<file path="src/rtl/cap_sar_pkg.sv">
package cap_sar_pkg;
  typedef enum logic [1:0] {
    PH_IDLE   = 2'd0,
    PH_SAMPLE = 2'd1,
    PH_REDIST = 2'd2,
    PH_CMP    = 2'd3
  } sar_phase_e;
endpackage

</file>
<file path="src/rtl/sar_phase_fsm.sv">
module sar_phase_fsm
  import cap_sar_pkg::*;
#(
  parameter int N           = 4,
  parameter int SAMPLE_CLKS = 2,
  localparam int IDX_W = (N > 1) ? $clog2(N) : 1,
  localparam int CNT_W = (SAMPLE_CLKS > 1) ? $clog2(SAMPLE_CLKS) : 1
) (
  input  logic             clk_i,
  input  logic             rst_ni,
  input  logic             start_i,
  output sar_phase_e       phase_o,
  output logic [IDX_W-1:0] idx_o,
  output logic             decide_o,
  output logic             last_o
);
  localparam logic [IDX_W-1:0] IDX_TOP  = IDX_W'(N - 1);
  localparam logic [CNT_W-1:0] CNT_LAST = CNT_W'(SAMPLE_CLKS - 1);

  sar_phase_e       ph_q, ph_d;
  logic [IDX_W-1:0] idx_q, idx_d;
  logic [CNT_W-1:0] cnt_q, cnt_d;

  always_comb begin
    ph_d  = ph_q;
    idx_d = idx_q;
    cnt_d = cnt_q;
    unique case (ph_q)
      PH_IDLE: if (start_i) begin
        ph_d  = PH_SAMPLE;
        cnt_d = '0;
      end
      PH_SAMPLE: begin
        if (cnt_q == CNT_LAST) begin
          ph_d  = PH_REDIST;
          idx_d = IDX_TOP;
        end else begin
          cnt_d = cnt_q + 1'b1;
        end
      end
      PH_REDIST: ph_d = PH_CMP;
      PH_CMP: begin
        if (idx_q == '0) ph_d = PH_IDLE;
        else begin
          ph_d  = PH_REDIST;
          idx_d = idx_q - 1'b1;
        end
      end
      default: ph_d = PH_IDLE;
    endcase
  end

  always_ff @(posedge clk_i or negedge rst_ni) begin
    if (!rst_ni) begin
      ph_q  <= PH_IDLE;
      idx_q <= '0;
      cnt_q <= '0;
    end else begin
      ph_q  <= ph_d;
      idx_q <= idx_d;
      cnt_q <= cnt_d;
    end
  end

  assign phase_o  = ph_q;
  assign idx_o    = idx_q;
  assign decide_o = (ph_q == PH_CMP);
  assign last_o   = (idx_q == '0);


  busy_start_ignored_chk: assert property (@(posedge clk_i) disable iff (!rst_ni)
    (start_i && (ph_q == PH_REDIST || ph_q == PH_CMP)) |=> (ph_q != PH_SAMPLE));


  redist_then_cmp_chk: assert property (@(posedge clk_i) disable iff (!rst_ni)
    (ph_q == PH_REDIST) |=> (ph_q == PH_CMP && $stable(idx_q)));
endmodule

</file>
<file path="src/rtl/sar_bit_reg.sv">
module sar_bit_reg
  import cap_sar_pkg::*;
#(
  parameter int N = 4,
  localparam int IDX_W = (N > 1) ? $clog2(N) : 1
) (
  input  logic             clk_i,
  input  logic             rst_ni,
  input  sar_phase_e       phase_i,
  input  logic [IDX_W-1:0] idx_i,
  input  logic             decide_i,
  input  logic             last_i,
  input  logic             cmp_neg_i,
  output logic [N-1:0]     plate_o,
  output logic [N-1:0]     result_o,
  output logic             done_o
);
  logic [N-1:0] dec_q, trial, dec_next;
  logic [N-1:0] res_q;
  logic         done_q;
  logic         active;

  assign active = (phase_i == PH_REDIST) || (phase_i == PH_CMP);

  for (genvar b = 0; b < N; b++) begin : g_bit
    assign trial[b]    = active && (idx_i == IDX_W'(b));
    assign dec_next[b] = trial[b] ? cmp_neg_i : dec_q[b];
  end

  always_ff @(posedge clk_i or negedge rst_ni) begin
    if (!rst_ni) begin
      dec_q  <= '0;
      res_q  <= '0;
      done_q <= 1'b0;
    end else begin
      done_q <= decide_i && last_i;
      if (phase_i == PH_SAMPLE) dec_q <= '0;
      else if (decide_i) dec_q <= dec_next;
      if (decide_i && last_i) res_q <= dec_next;
    end
  end

  assign plate_o  = active ? (dec_q | trial) : '0;
  assign result_o = res_q;
  assign done_o   = done_q;


  plates_hold_in_cmp_chk: assert property (@(posedge clk_i) disable iff (!rst_ni)
    (phase_i == PH_CMP) |-> $stable(plate_o));


  done_single_chk: assert property (@(posedge clk_i) disable iff (!rst_ni)
    done_o |=> !done_o);


  result_hold_chk: assert property (@(posedge clk_i) disable iff (!rst_ni)
    !done_o |-> $stable(result_o));
endmodule

</file>
<file path="src/rtl/cap_sar_ctrl.sv">
module cap_sar_ctrl
  import cap_sar_pkg::*;
#(
  parameter int N           = 4,
  parameter int SAMPLE_CLKS = 2,
  localparam int IDX_W = (N > 1) ? $clog2(N) : 1
) (
  input  logic         clk_i,
  input  logic         rst_ni,
  input  logic         start_i,
  input  logic         cmp_neg_i,
  output logic         sample_o,
  output logic [N-1:0] plate_ref_o,
  output logic [N-1:0] result_o,
  output logic         done_o
);
  sar_phase_e       phase;
  logic [IDX_W-1:0] idx;
  logic             decide, last;

  sar_phase_fsm #(.N(N), .SAMPLE_CLKS(SAMPLE_CLKS)) u_fsm (
    .clk_i    (clk_i),
    .rst_ni   (rst_ni),
    .start_i  (start_i),
    .phase_o  (phase),
    .idx_o    (idx),
    .decide_o (decide),
    .last_o   (last)
  );

  sar_bit_reg #(.N(N)) u_bits (
    .clk_i     (clk_i),
    .rst_ni    (rst_ni),
    .phase_i   (phase),
    .idx_i     (idx),
    .decide_i  (decide),
    .last_i    (last),
    .cmp_neg_i (cmp_neg_i),
    .plate_o   (plate_ref_o),
    .result_o  (result_o),
    .done_o    (done_o)
  );

  assign sample_o = (phase == PH_SAMPLE);


  sample_plates_ground_chk: assert property (@(posedge clk_i) disable iff (!rst_ni)
    sample_o |-> (plate_ref_o == '0));


  done_not_sampling_chk: assert property (@(posedge clk_i) disable iff (!rst_ni)
    done_o |-> (!sample_o && plate_ref_o == '0));
endmodule

</file>
<file path="config.mk">
export PLATFORM = sky130hd
export DESIGN_NAME = cap_sar_ctrl
export DESIGN_NICKNAME = d
export VERILOG_FILES = /design/src/rtl/cap_sar_pkg.sv /design/src/rtl/sar_phase_fsm.sv /design/src/rtl/sar_bit_reg.sv /design/src/rtl/cap_sar_ctrl.sv
export SDC_FILE = /design/constraint.sdc
export NUM_CORES = 1
export LEC_CHECK = 0
export ABC_AREA = 1
export BUFFER_PORTS_ARGS = -buffer_cell sky130_fd_sc_hd__buf_2
export CAP_MARGIN = 20
export CORE_MARGIN = 4
export CORE_UTILIZATION = 35
export CTS_BUF_LIST = sky130_fd_sc_hd__clkbuf_8
export CTS_CLUSTER_DIAMETER = 150
export DETAILED_ROUTE_END_ITERATION = 10
export PLACE_DENSITY = 0.54
export SYNTH_ARGS = -nofsm -noshare
export SYNTH_HDL_FRONTEND = slang
export SYNTH_SLANG_ARGS = --single-unit
</file>
<file path="constraint.sdc">
create_clock -name clk_i -period 1.68 [get_ports clk_i]
set_clock_uncertainty 0.1 [all_clocks]
set_input_delay 0.084 -clock clk_i [delete_from_list [all_inputs] [get_ports clk_i]]
set_output_delay 0.084 -clock clk_i [all_outputs]
set_load 0.1 [all_outputs]
</file>
; Word-level counts from Yosys, hierarchy flattened
; Cells that the tools add are included.
[op_classes]
n_bitwise = 1
n_eq_ne = 9
mul = 0
add_sub_neg = 2
shifts = 0
n_reduce_logical = 13
n_mux = 17
order_cmp = 0
n_div = 0
[ops]
columns = operator, n
row1 = $mux W4, 3
row2 = $mux W2, 5
row3 = $eq A2 B2 Y1 const B, 4
row4 = $pmux W2 S4, 1
row5 = $mux W1, 6
row6 = $logic_and A1 B1 Y1, 5
row7 = $eq A2 B1 Y1 const B, 2
row8 = $logic_not A2 Y1, 2
row9 = $ne A2 B2 Y1 const B, 2
row10 = $or A4 B4 Y4, 1
row11 = $pmux W2 S2, 1
row12 = $reduce_and A2 Y1, 2
row13 = $reduce_bool A2 Y1, 2
row14 = $reduce_and A3 Y1, 1
row15 = $ne A2 B1 Y1 const B, 1
row16 = $pmux W1 S2, 1
row17 = $sub A2 B1 Y2 const B, 1
row18 = $add A1 B1 Y1 const B, 1
row19 = $logic_or A1 B1 Y1, 1
[totals]
mem_count = 0
out_inout_bits = 10
ram_bits = 0
register_bits = 14
input_bits = 4
romBits = 0
latchBits = 0
elab_cells = 48

; Longest topological paths before layout
[depth]
word_depth = 6
ltp_mapped = 7
mapped_depth_nobuf = 7

; By module
; Synthesis repeated with hierarchy kept, for this count alone.
[unflattened]
cells_unflattened = 100
hier_area_um2 = 743.2
[modules_own_cells]
columns = module, cells_per_inst, area_per_inst_um2, seq_area_each_um2, n_inst
row1 = sar_bit_reg, 66, 486.7, 225.2, 1
row2 = sar_phase_fsm, 32, 246.5, 125.1, 1
row3 = cap_sar_ctrl, 2, 10.0, 0.0, 1

; Least setup slack after synthesis
; No wires, ideal clock.
[synth_path]
path_kind = reg2out
startpoint = register u_fsm.idx_q[0], in the netlist u_fsm.idx_o[0]
endpoint = output port plate_ref_o[0]
path_stages_with_launch = 5
arrival_time_ns = 2.193
n_path_buf = 0
required_time_ns = 1.496
setup_slack_ns = -0.697
cell_sequence = dfrtp_1 -> inv_1 -> ha_1 -> inv_1 -> a21oi_1
[synth_between]
elab_chain_cells = 4
[synth_lines]
columns = item, line
row1 = "start, declared", sar_phase_fsm.sv:21  ; logic [IDX_W-1:0] idx_q, idx_d;
row2 = "start signal, assigned", sar_phase_fsm.sv:60  ; idx_q <= idx_d;
row3 = $logic_not A2 Y1, sar_bit_reg.sv:26  ; assign trial[b] = active && (idx_i == IDX_W'(b));
row4 = $logic_and A1 B1 Y1, sar_bit_reg.sv:26
row5 = $or A4 B4 Y4, sar_bit_reg.sv:43  ; assign plate_o = active ? (dec_q | trial) : '0;
row6 = $mux W4, sar_bit_reg.sv:43
row7 = "end, declared", cap_sar_ctrl.sv:13  ; output logic [N-1:0] plate_ref_o,
; Every way passes these cells.

; Worst setup path in the final report
[layout_path]
startpoint = register u_fsm.idx_q[1], in the netlist u_fsm.idx_o[1]
endpoint = output port plate_ref_o[1]
[layout_between]
elab_chain_cells = 4
[layout_lines]
columns = item, line
row1 = $eq A2 B1 Y1, sar_bit_reg.sv:26
row2 = $logic_and A1 B1 Y1, sar_bit_reg.sv:26
row3 = $or A4 B4 Y4, sar_bit_reg.sv:43
row4 = $mux W4, sar_bit_reg.sv:43
; Every way passes these cells.

==> results.cfg <==
[outcome]
status = finished, final reports clean

[sta]
finalHoldViolCount = 0
period_share_pct = 95.55
layout_min_cycle_time_ps = 1605
finalSetupViolations = 0
report.final.slew_viol_count = 0
max_freq_mhz = 623.0
rsz0062_at_grt = no
slew_headroom_pct = 67.80
worst_pin_slew_ps = 486.4
tns_ps = 0

[job]
drv_cap = 0

[die]
start_util_pct = 37.50
dieHeight_um = 54.32
dieArea_um2 = 2950
die_w_um = 54.32
design.core.area_um2 = 2002
rows = 16
io-pin-count = 14

[grt]
grt_use_met2_pct = 22.71
met3_usage_pct = 2.452
grt_pass1_vias = 691
antenna_found_initial = 0
grt_first_pass_wirelength_mm = 3.022
grt_max_degree = 15
top_usage_layer = met2
grt.overflow.total = 0
grt_usage_pct = 14.53
use_met1_pct = 18.64

[cts]
clock_latency_ps = 240
clock-sinks = 14
postCtsSetupBuffers = 0
clock_tree.buffer_depth = 2
cts_tree = yes
htree_levels = 1
cts.reportedPaths.clkPinSlew_ps = 60
cts_buffers = 3
root_buffer = clkbuf_8

[finish]
regArea_um2 = 350.3
antenna_cells = 0
utilization_pct = 51.13
fillers = 196
multi_input_area_um2 = 364.1
syn_to_final_growth_pct = 36.33
nNetsFinal = 126
layout-drive-gt1-share_pct = 23.08

[placement]
dpl.hpwl_mm = 1.252
port_buffers = 13
gp_congestion = 0.7987

[worst_setup_path]
cp.required_ps = 1500
critPathLaunchType = register
cp-end-kind = output port
critPathKind = reg2out
cp_max_fo = 4
arrival_ps = 1420

[synth]
yosys-top-cells-area = dfrtp_1 47%, nand2_1 23%, ha_1 6.7%, nand3_1 6.7%, inv_1 6.0%
syn-num-nets = 107
synth_area_um2 = 750.7
yosys.area.top_type_share_pct = 46.67
ys_seq_area_share_pct = 46.67
syn_inst = 99
yosysWarnings = 0
synth.avg_cell_area_um2 = 7.583
synth-seq-cells = 14
synth.distinct_cells = 14
yosysTopAreaCell = dfrtp_1

[route]
drtIter0Drc = 19
drt_pass1_iterations = 4
drc = 0
vias = 660
wirelength_mm = 1.639
vias_per_cell = 4.583
ant_nets = 0
wl_per_cell_um = 11.38

[worst_hold_path]
hold_path_class = in2reg
placed cells by master (no fill, tap or decap):
| master | Yosys | final |
|---|---|---|
| nand2_1 | 46 | 45 |
| dfrtp_1 | 14 | 14 |
| inv_1 | 12 | 12 |
| nand3_1 | 10 | 10 |
| buf_2 | 0 | 8 |
| buf_12 | 0 | 5 |
| clkbuf_8 | 0 | 4 |
| o21a_1 | 2 | 2 |
| inv_2 | 2 | 2 |
| a21oi_4 | 0 | 2 |
| o21ai_0 | 2 | 2 |
| ha_2 | 0 | 2 |
| ha_1 | 4 | 2 |
| dlygate4sd3_1 | 0 | 2 |
| nor2_4 | 0 | 1 |
| nand2_2 | 0 | 1 |
| nand3_2 | 1 | 1 |
| o21ai_1 | 1 | 1 |
| buf_4 | 1 | 1 |
flip-flops by register name, indices dropped and copies added (netlist names):
register         flops
u_fsm.phase_o        2
u_bits.done_o        1
u_bits.dec_q         4
u_fsm.cnt_q          1
u_bits.result_o      4
u_fsm.idx_o          2
cell type report:
class / instances / area share, %
flip-flops and latches: 14 / 34.23
inverters: 14 / 5.134
repair buffers: 16 / 16.38
well taps: 27 / 3.301
clock buffers: 4 / 5.379
multi-input cells: 69 / 35.57
logic make-up after synthesis:
kind of cell,count (synthesis),share of synthesized area (%)
flip-flops,14,46.67
AND/OR/NAND/NOR,58,31.83
AO/OA/AOI/OAI,7,5.332
adder cells (fa/ha/maj),4,6.667
buffers and inverters,16,9.500
cell usage after synthesis:
cell type,number
nand2_1,46
dfrtp_1,14
inv_1,12
nand3_1,10
ha_1,4
a21oi_1,2
inv_2,2
o21a_1,2
o21ai_0,2
buf_4,1
buf_6,1
nand3_2,1
nor2_2,1
o21ai_1,1
layer usage:
layer	wire length (um)	vias up
li1	-	337
met2	781	16
met5	0	-
met3	91	4
met4	27	0
met1	739	303
path summary, 6_finish.rpt:
| path | startpoint | depth (start not counted) | slack, ps | to |
|---|---|---|---|---|
| worst min register to register | u_bits.result_o[1] | 2 | 380 | u_bits.result_o[1] |
| max in group asynchronous | rst_ni | 2 | 1080 | u_fsm.phase_o[0] |
| min in group asynchronous | rst_ni | 2 | 160 | u_bits.dec_q[1] |
| worst max-delay path | u_fsm.idx_o[1] | 5 | 70 | plate_ref_o[1] |
| worst max register to register | u_fsm.idx_o[0] | 5 | 340 | u_bits.result_o[0] |
| worst min-delay path | cmp_neg_i | 3 | 50 | u_bits.result_o[0] |
stage by stage:
stage	instances	instance area [um^2]	worst slack, ps	hold slack, ps
finish	144	1023	74.80	53.69
global route	144	1023	13.33	92.95
CTS	144	1016	23.72	41.17
detailed placement	138	940.9	296.5	-94.19
global placement	138	940.9	346.1	-97.94
floorplan	99	778.2	111.2	-311.6
repair_timing:
item / in CTS / in global routing
gates resized for setup: 0 / 3
endpoints found under the hold margin: 15 / 0
hold buffers: 2 / 0
endpoints found under the setup margin: 0 / 2
critical path, cell delays in order, from the launching register on:
cell and delay [ps]:
dfrtp_1 420, inv_1 110, ha_2 210, nand2_2 90, a21oi_4 170, buf_12 190
Power is not shown: default switching activity piles up to over one toggle a cycle in this logic, so the estimate is an artifact.
